[src/rtl/nor_cmd_seq.sv]
module nor_cmd_seq #(
  parameter int AW = 20,
  parameter int TW = 16
) (
  input  logic          clk,
  input  logic          rst_n,
  input  logic          req_valid,
  output logic          req_ready,
  input  logic [1:0]    req_op,
  input  logic [AW-1:0] req_addr,
  input  logic [31:0]   req_data,
  input  logic [TW-1:0] poll_limit,
  output logic          rsp_valid,
  output logic [1:0]    rsp_result,
  output logic [31:0]   rsp_mfr,
  output logic [31:0]   rsp_dev,
  output logic          bus_we,
  output logic          bus_re,
  output logic [AW-1:0] bus_addr,
  output logic [31:0]   bus_wdata,
  input  logic [31:0]   bus_rdata
);

  localparam logic [31:0] C_ARRAY  = 32'h00FF00FF;
  localparam logic [31:0] C_IDENT  = 32'h00900090;
  localparam logic [31:0] C_ESETUP = 32'h00200020;
  localparam logic [31:0] C_ECONF  = 32'h00D000D0;
  localparam logic [31:0] C_PSETUP = 32'h00400040;
  localparam logic [31:0] C_STATUS = 32'h00700070;
  localparam logic [31:0] C_CLEAR  = 32'h00500050;
  localparam logic [31:0] M_READY  = 32'h00800080;
  localparam logic [31:0] M_EERR   = 32'h00200020;
  localparam logic [31:0] M_PERR   = 32'h00100010;

  localparam logic [1:0] OP_ID = 2'd0, OP_ER = 2'd1, OP_PG = 2'd2;
  localparam logic [1:0] RES_OK = 2'd0, RES_EERR = 2'd1, RES_PERR = 2'd2, RES_TMO = 2'd3;

  typedef enum logic [3:0] {
    S_IDLE, S_IDCMD, S_IDRD0, S_IDRD1, S_IDCAP,
    S_CLR, S_SETUP, S_ARG, S_PCMD, S_PRD, S_PCHK,
    S_FIN, S_VRD, S_VCHK, S_RESP
  } st_t;

  st_t            st;
  logic [1:0]     op_q, res_q;
  logic [AW-1:0]  addr_q;
  logic [31:0]    data_q, mfr_q, dev_q;
  logic [TW-1:0]  lim_q;
  logic [TW:0]    cnt_q;

  logic        rdy, expire;
  logic [TW:0] cnt_nxt;

  assign cnt_nxt = cnt_q + {{TW{1'b0}}, 1'b1};
  assign rdy     = (bus_rdata & M_READY) == M_READY;
  assign expire  = cnt_nxt >= {1'b0, lim_q};

  assign req_ready  = (st == S_IDLE);
  assign rsp_valid  = (st == S_RESP);
  assign rsp_result = res_q;
  assign rsp_mfr    = mfr_q;
  assign rsp_dev    = dev_q;

  assign bus_we = st inside {S_IDCMD, S_CLR, S_SETUP, S_ARG, S_PCMD, S_FIN};
  assign bus_re = st inside {S_IDRD0, S_IDRD1, S_PRD, S_VRD};
  assign bus_addr = (st == S_IDRD1) ? {{(AW-1){1'b0}}, 1'b1} : addr_q;

  always_comb begin
    case (st)
      S_IDCMD: bus_wdata = C_IDENT;
      S_CLR:   bus_wdata = C_CLEAR;
      S_SETUP: bus_wdata = (op_q == OP_ER) ? C_ESETUP : C_PSETUP;
      S_ARG:   bus_wdata = (op_q == OP_ER) ? C_ECONF : data_q;
      S_PCMD:  bus_wdata = C_STATUS;
      S_FIN:   bus_wdata = C_ARRAY;
      default: bus_wdata = 32'h0;
    endcase
  end

  always_ff @(posedge clk) begin
    if (!rst_n) begin
      st     <= S_IDLE;
      op_q   <= OP_ID;
      res_q  <= RES_OK;
      addr_q <= '0;
      data_q <= '0;
      mfr_q  <= '0;
      dev_q  <= '0;
      lim_q  <= '0;
      cnt_q  <= '0;
    end else begin
      case (st)
        S_IDLE: if (req_valid) begin
          op_q   <= req_op;
          addr_q <= (req_op == OP_ID) ? '0 : req_addr;
          data_q <= req_data;
          lim_q  <= poll_limit;
          res_q  <= RES_OK;
          case (req_op)
            OP_ID:        st <= S_IDCMD;
            OP_ER, OP_PG: st <= S_CLR;
            default:      st <= S_RESP;
          endcase
        end
        S_IDCMD: st <= S_IDRD0;
        S_IDRD0: st <= S_IDRD1;
        S_IDRD1: begin mfr_q <= bus_rdata; st <= S_IDCAP; end
        S_IDCAP: begin dev_q <= bus_rdata; st <= S_FIN; end
        S_CLR:   st <= S_SETUP;
        S_SETUP: st <= S_ARG;
        S_ARG:   begin cnt_q <= '0; st <= S_PCMD; end
        S_PCMD:  st <= S_PRD;
        S_PRD:   st <= S_PCHK;
        S_PCHK: begin
          if (rdy) begin
            if (op_q == OP_ER && (bus_rdata & M_EERR) != 32'h0) res_q <= RES_EERR;
            if (op_q == OP_PG && (bus_rdata & M_PERR) != 32'h0) res_q <= RES_PERR;
            st <= S_FIN;
          end else if (expire) begin
            res_q <= RES_TMO;
            st    <= S_FIN;
          end else begin
            cnt_q <= cnt_nxt;
            st    <= S_PCMD;
          end
        end
        S_FIN:   st <= (op_q == OP_PG && res_q != RES_TMO) ? S_VRD : S_RESP;
        S_VRD:   st <= S_VCHK;
        S_VCHK: begin
          if (bus_rdata != data_q) res_q <= RES_PERR;
          st <= S_RESP;
        end
        S_RESP:  st <= S_IDLE;
        default: st <= S_IDLE;
      endcase
    end
  end

  logic [31:0] last_wr_q;
  always_ff @(posedge clk) begin
    if (!rst_n) last_wr_q <= '0;
    else if (bus_we) last_wr_q <= bus_wdata;
  end

  assert_rw_exclusive_R13: assert property (@(posedge clk) disable iff (!rst_n)
    !(bus_we && bus_re));

  assert_rsp_pulse_R12: assert property (@(posedge clk) disable iff (!rst_n)
    rsp_valid |=> !rsp_valid);

  assert_accept_busy_R12: assert property (@(posedge clk) disable iff (!rst_n)
    (req_valid && req_ready) |=> !req_ready);

  assert_repoll_R5: assert property (@(posedge clk) disable iff (!rst_n)
    (st == S_PCHK && !rdy && !expire) |=> (bus_we && bus_wdata == C_STATUS));

  assert_array_last_R6: assert property (@(posedge clk) disable iff (!rst_n)
    (rsp_valid && op_q != 2'd3) |-> (last_wr_q == C_ARRAY));

  assert_ready_wins_R10: assert property (@(posedge clk) disable iff (!rst_n)
    (st == S_PCHK && rdy) |=> (res_q != RES_TMO));

endmodule

[config.mk]
export PLATFORM = sky130hd
export DESIGN_NAME = nor_cmd_seq
export DESIGN_NICKNAME = d
export VERILOG_FILES = /design/src/rtl/nor_cmd_seq.sv
export SDC_FILE = /design/constraint.sdc
export NUM_CORES = 1
export LEC_CHECK = 0
export BUFFER_PORTS_ARGS = -buffer_cell sky130_fd_sc_hd__buf_2
export CAP_MARGIN = 15
export CORE_AREA = 5 5 163 149
export CTS_BUF_LIST = sky130_fd_sc_hd__clkbuf_8
export DETAILED_ROUTE_END_ITERATION = 12
export DIE_AREA = 0 0 168 154
export HOLD_SLACK_MARGIN = 0.08
export PLACE_DENSITY_LB_ADDON = 0.2
export REMOVE_ABC_BUFFERS = 1
export SYNTH_ARGS = -nofsm -noshare
export SYNTH_HDL_FRONTEND = slang
export SYNTH_SLANG_ARGS = --single-unit
[constraint.sdc]
create_clock -name clk -period 6 [get_ports clk]
set_clock_uncertainty 0.2 [all_clocks]
set_input_delay 0.3 -clock clk [delete_from_list [all_inputs] [get_ports clk]]
set_output_delay 0.3 -clock clk [all_outputs]
set_load 0.1 [all_outputs]
==> Word-level counts from Yosys, hierarchy flattened <==
Cells that the tools add are included.
{ "word_totals": {"reg_bits": 157, "in_bits": 105, "output_inout_bits": 122, "elab_cells": 74} }
{ "op_classes": {"add_sub_neg": 1, "n_lt_le_gt_ge": 1, "n_eq_ne": 27, "mux": 21, "reduce_logical": 15} }
{ "ops": {"columns": ["cell", "count"], "rows": [
  ["case mux 32 bit (6 select lines)", 1],
  ["nonzero test 32 bit", 2],
  ["case mux 4 bit (14 select lines)", 1],
  ["2-to-1 mux 20 bit", 2],
  ["2-to-1 mux 17 bit", 2],
  ["case mux 17 bit (2 select lines)", 1],
  ["2-to-1 mux 32 bit", 1],
  ["!= test 32 bit", 1],
  ["equality test 4 bit (second input constant)", 7],
  ["2-to-1 mux 23 bit", 1],
  ["2-to-1 mux 2 bit", 9],
  ["adder 17 x 1 -> 17 bit (second input constant)", 1],
  [">= comparator 17 x 16 -> 1 bit", 1],
  ["equality test 4 x 3 -> 1 bit (second input constant)", 4],
  ["!= test 2 bit (second input constant)", 5],
  ["equality test 4 x 2 -> 1 bit (second input constant)", 2],
  ["case mux 4 bit (2 select lines)", 1],
  ["equality test 2 bit (second input constant)", 3],
  ["case mux 2 bit (3 select lines)", 1],
  ["nonzero test 6 bit", 1],
  ["AND reduction 5 bit", 1],
  ["equality test 2 x 1 -> 1 bit (second input constant)", 2],
  ["equality test 4 x 1 -> 1 bit (second input constant)", 1],
  ["logical NOT 4 bit", 1],
  ["other kinds (11)", 13]
]} }

==> Longest topological paths before layout <==
{ "depth": {"word_depth": 6, "depth_mapped": 15, "depth_no_buf": 14} }

==> Worst setup path before layout <==
Ideal clock, no wire load.
{ "synth_timing": {"path_type": "register -> output", "startpoint": "register st[0]", "endpoint": "output bus_we", "arrival_time_ps": 3168, "required_ps": 5500, "setup_slack_ps": 2332, "path_stages_with_launch": 5, "n_path_buf": 2, "cell_sequence": "dfxtp_1 > clkbuf_1 > clkbuf_1 > a21oi_1 > o21ai_0"} }
{ "synth_via": {"elab_chain_len": 2, "elab_cells_between_ends": 7, "classes_between": "eq/ne (6); reduce/logical (1)"} }
{ "synth_rtl": {"columns": ["item", "line", "source"], "rows": [
  ["from (decl)", "44", "st_t st;"],
  ["from (signal assigned)", "127", "S_FIN: st <= (op_q == OP_PG && res_q != RES_TMO) ? S_VRD : S_RESP;"],
  ["equality test 4 x 1 -> 1 bit, or another cell as far along", "64", "assign bus_we = st inside {S_IDCMD, S_CLR, S_SETUP, S_ARG, S_PCMD, S_FIN};"],
  ["nonzero test 6 bit (*)", "64", null],
  ["to (decl)", "17", "output logic bus_we,"]
]} }
Every way passes the cells marked *; elsewhere a longest branch is shown, timed or not.

==> Worst setup path after layout <==
{ "layout_timing": {"startpoint": "register st[0]", "endpoint": "output bus_wdata[26]"} }
{ "layout_via": {"elab_chain_len": 2, "elab_cells_between_ends": 7, "classes_between": "eq/ne (6); mux (1)"} }
{ "layout_rtl": {"columns": ["item", "line", "source"], "rows": [
  ["equality test 4 bit, or another cell as far along", "69", "case (st)"],
  ["case mux 32 bit (6 select lines) (*)", "69", null],
  ["to (decl)", "20", "output logic [31:0] bus_wdata,"]
]} }
Marks and branches as above.

==> reports/metrics.csv <==
metric,value,unit
status,finished clean,
wire_per_inst,15.3,um
die_w,168,um
seqPwrFrac,0.330,
vdd_ir_drop_max,0.000296,V
synthesis.area,7720,um2
yosysMostFrequentCell,nand2_1,
root_buffer,clkbuf_8,
clock_latency,0.45,ns
route.detailed.drc,0,
antenna_left,0,
core_area,22300,um2
drtPass1Iterations,4,
synth_largest_area_cell,dfxtp_1,
setup_viol,0,
cts_tree,done,
grt_setup_unrepaired,no,
total_power,4.09,mW
crit_type,register to output pin,
via_count,7506,
syn_area_per_cell,7.86,um2
final_nets,1395,
num-fill-cells,2272,
p_sw,2.15,mW
drt-total-wl,24200,um
hold_class,primary input to register,
start_util,0.346,
portBuffers,226,
yosys-top-cells-area,"dfxtp_1 41%, nand2_1 14%, a21boi_0 13%, xor2_1 4.2%, and2_1 3.6%",
overflow,0,
rows,52,
slew_violations,0,
tightest_slew,0.969,ns
antenna-diode-count,0,
grt_max_degree,71,
comb_power_share,0.482,
p_sw_frac,0.525,
timing.hold.ws,0.148,ns
slew_headroom,0.354,
tns,0,ns
drv_cap,0,
yosys_warnings,0,
netlist.area_leader.share,0.407,
fmax,245,MHz
hold_viol,0,
worst_setup_path_start_kind,register,
required,5.50,ns
async_flop_share,0,
drive_above_1_share,0.217,
ys_top_cells_by_count,"296 x nand2_1, 157 x dfxtp_1, 135 x a21boi_0, 58 x clkbuf_1, 44 x and2_1",
cts_max_level,4,
syn_to_final_growth,35.3,%
clk_pin_slew,0.10,ns
dieArea,25900,um2
vias_per_cell,4.74,
p_int,1.94,mW
ys_ff_latch,157,
p_clk_frac,0.188,
yosysUniqueCellTypes,49,
antenna_found_initial,0,
cp.arrival,3.59,ns
clkSinkCount,157,
numCtsBuffers,17,
grt_use_total,0.186,
cts.path.max_buffers,2,
cts_resized,0,
gp_congestion,0.884,
end_kind,output pin,
hpwlAfterDp,16500,um
io_pins,227,
min_period,4.09,ns
synth_edf_count,0,
netlist_instances,983,
crit_fanout,26,
grt_pass1_wl,39400,um
synthFlopType,dfxtp_1,
die_y,154,um
ys_seq_area_frac,0.407,
grt_pass1_vias,7454,
p_leak,4.54,nW
fin_crit_sh,0.681,
drt_iter0_drc,390,
pwr_density_cell,392,nW/um2
==> registers in the layout (all words and copies together) (netlist names) <==
register,cells
st,4
rsp_result,2
data_q,32
cnt_q,17
op_q,2
lim_q,16
addr_q,20
rsp_mfr,32
rsp_dev,32
==> power by group through the flow <==
| stage | Clock, mW | Combinational [mW] | Sequential [mW] |
|---|---|---|---|
| after floorplan | 0 | 1.11 | 1.72 |
| after global placement | 0 | 1.93 | 1.37 |
| after detailed placement | 0 | 1.94 | 1.37 |
| after CTS | 0.799 | 1.99 | 1.35 |
| after global routing | 0.839 | 2.13 | 1.38 |
| final | 0.769 | 1.97 | 1.35 |
==> cell usage in the layout (no fill, tap or decap), types with 4 or more instances in the layout <==
master,Yosys,final
nand3_1,32,32
nand2b_1,9,9
o21ai_0,31,31
a21o_1,9,9
and2_1,44,43
nand4_1,7,7
nand2_1,296,294
inv_1,16,17
o2bb2ai_1,4,4
xor2_1,37,37
buf_4,3,9
or2_2,5,5
nor3_1,5,5
ha_1,17,17
buf_2,2,225
nor2_1,16,14
nor4_1,10,10
dlygate4sd3_1,0,102
nor2b_1,12,12
or3_1,4,4
a21oi_1,19,19
mux2i_1,5,5
and3_1,7,7
xnor2_1,7,7
a21boi_0,135,135
clkbuf_8,0,18
dfxtp_1,157,157
inv_6,0,6
==> area by class of cell <==
cell class,instances,area [um2],share of cell area
Multi-Input combinational cell,745,4290,0.410
Clock inverter,14,123,0.0117
Timing Repair Buffer,336,2210,0.212
Sequential cell,157,3140,0.301
Tap cell,297,372,0.0356
Clock buffer,18,248,0.0237
Inverter,16,60.1,0.00575
==> critical path, stage by stage (launching register included) <==
cell and delay, ns:
dfxtp_1 0.85, nor2b_1 0.46, nand2_1 0.33, nor2_2 0.81, and2_1 0.25, buf_2 0.43
==> cell families (layout without fill, tap and decap cells) <==
| group | count (synthesis) | after routing | synth area share |
|---|---|---|---|
| buffers and inverters | 81 | 384 | 0.0412 |
| adders and majority gates | 17 | 17 | 0.0275 |
| DFF | 157 | 157 | 0.407 |
| AOI/OAI and AO/OA | 217 | 217 | 0.196 |
| and+or+nand+nor | 462 | 462 | 0.272 |
| xor gates and xnor gates | 44 | 44 | 0.0499 |
| muxes | 5 | 5 | 0.00648 |
==> worst paths after layout <==
kind | cells past startpoint | startpoint | end | slack (ns)
max | 5 | st[0] | bus_wdata[26] | 1.91
min reg2reg | 2 | addr_q[16] | addr_q[16] | 0.26
max reg2reg | 14 | cnt_q[0] | cnt_q[14] | 2.06
min | 2 | rst_n | rsp_dev[27] | 0.15
==> stage by stage <==
| stage | util | worst slack [ns] | std cells | cell area [um2] |
|---|---|---|---|---|
| after CTS | 0.468 | 1.85 | 1583 | 10400 |
| final | 0.468 | 1.91 | 1583 | 10400 |
| after global routing | 0.468 | 1.64 | 1583 | 10400 |
| after detailed placement | 0.406 | 2.10 | 1449 | 9050 |
| after global placement | 0.406 | 2.15 | 1449 | 9050 |
| after floorplan | - | 1.99 | 918 | 7460 |
==> what timing repair did <==
action / CTS / global route
endpoints found under the hold margin: 134 / 0
endpoints found under the setup margin: 0 / 0
hold buffers: 102 / 0
setup buffers: 0 / 0
==> metal layers <==
| layer | global-route usage | up-vias | wire, um |
|---|---|---|---|
| met3 | 0.0485 | 27 | 1660 |
| li1 | - | 3848 | - |
| met1 | 0.252 | 3425 | 11300 |
| met4 | 0.0537 | 0 | 407 |
| met2 | 0.293 | 206 | 10900 |
| met5 | 0 | - | 0 |
Power figures use the tool's default switching activity.
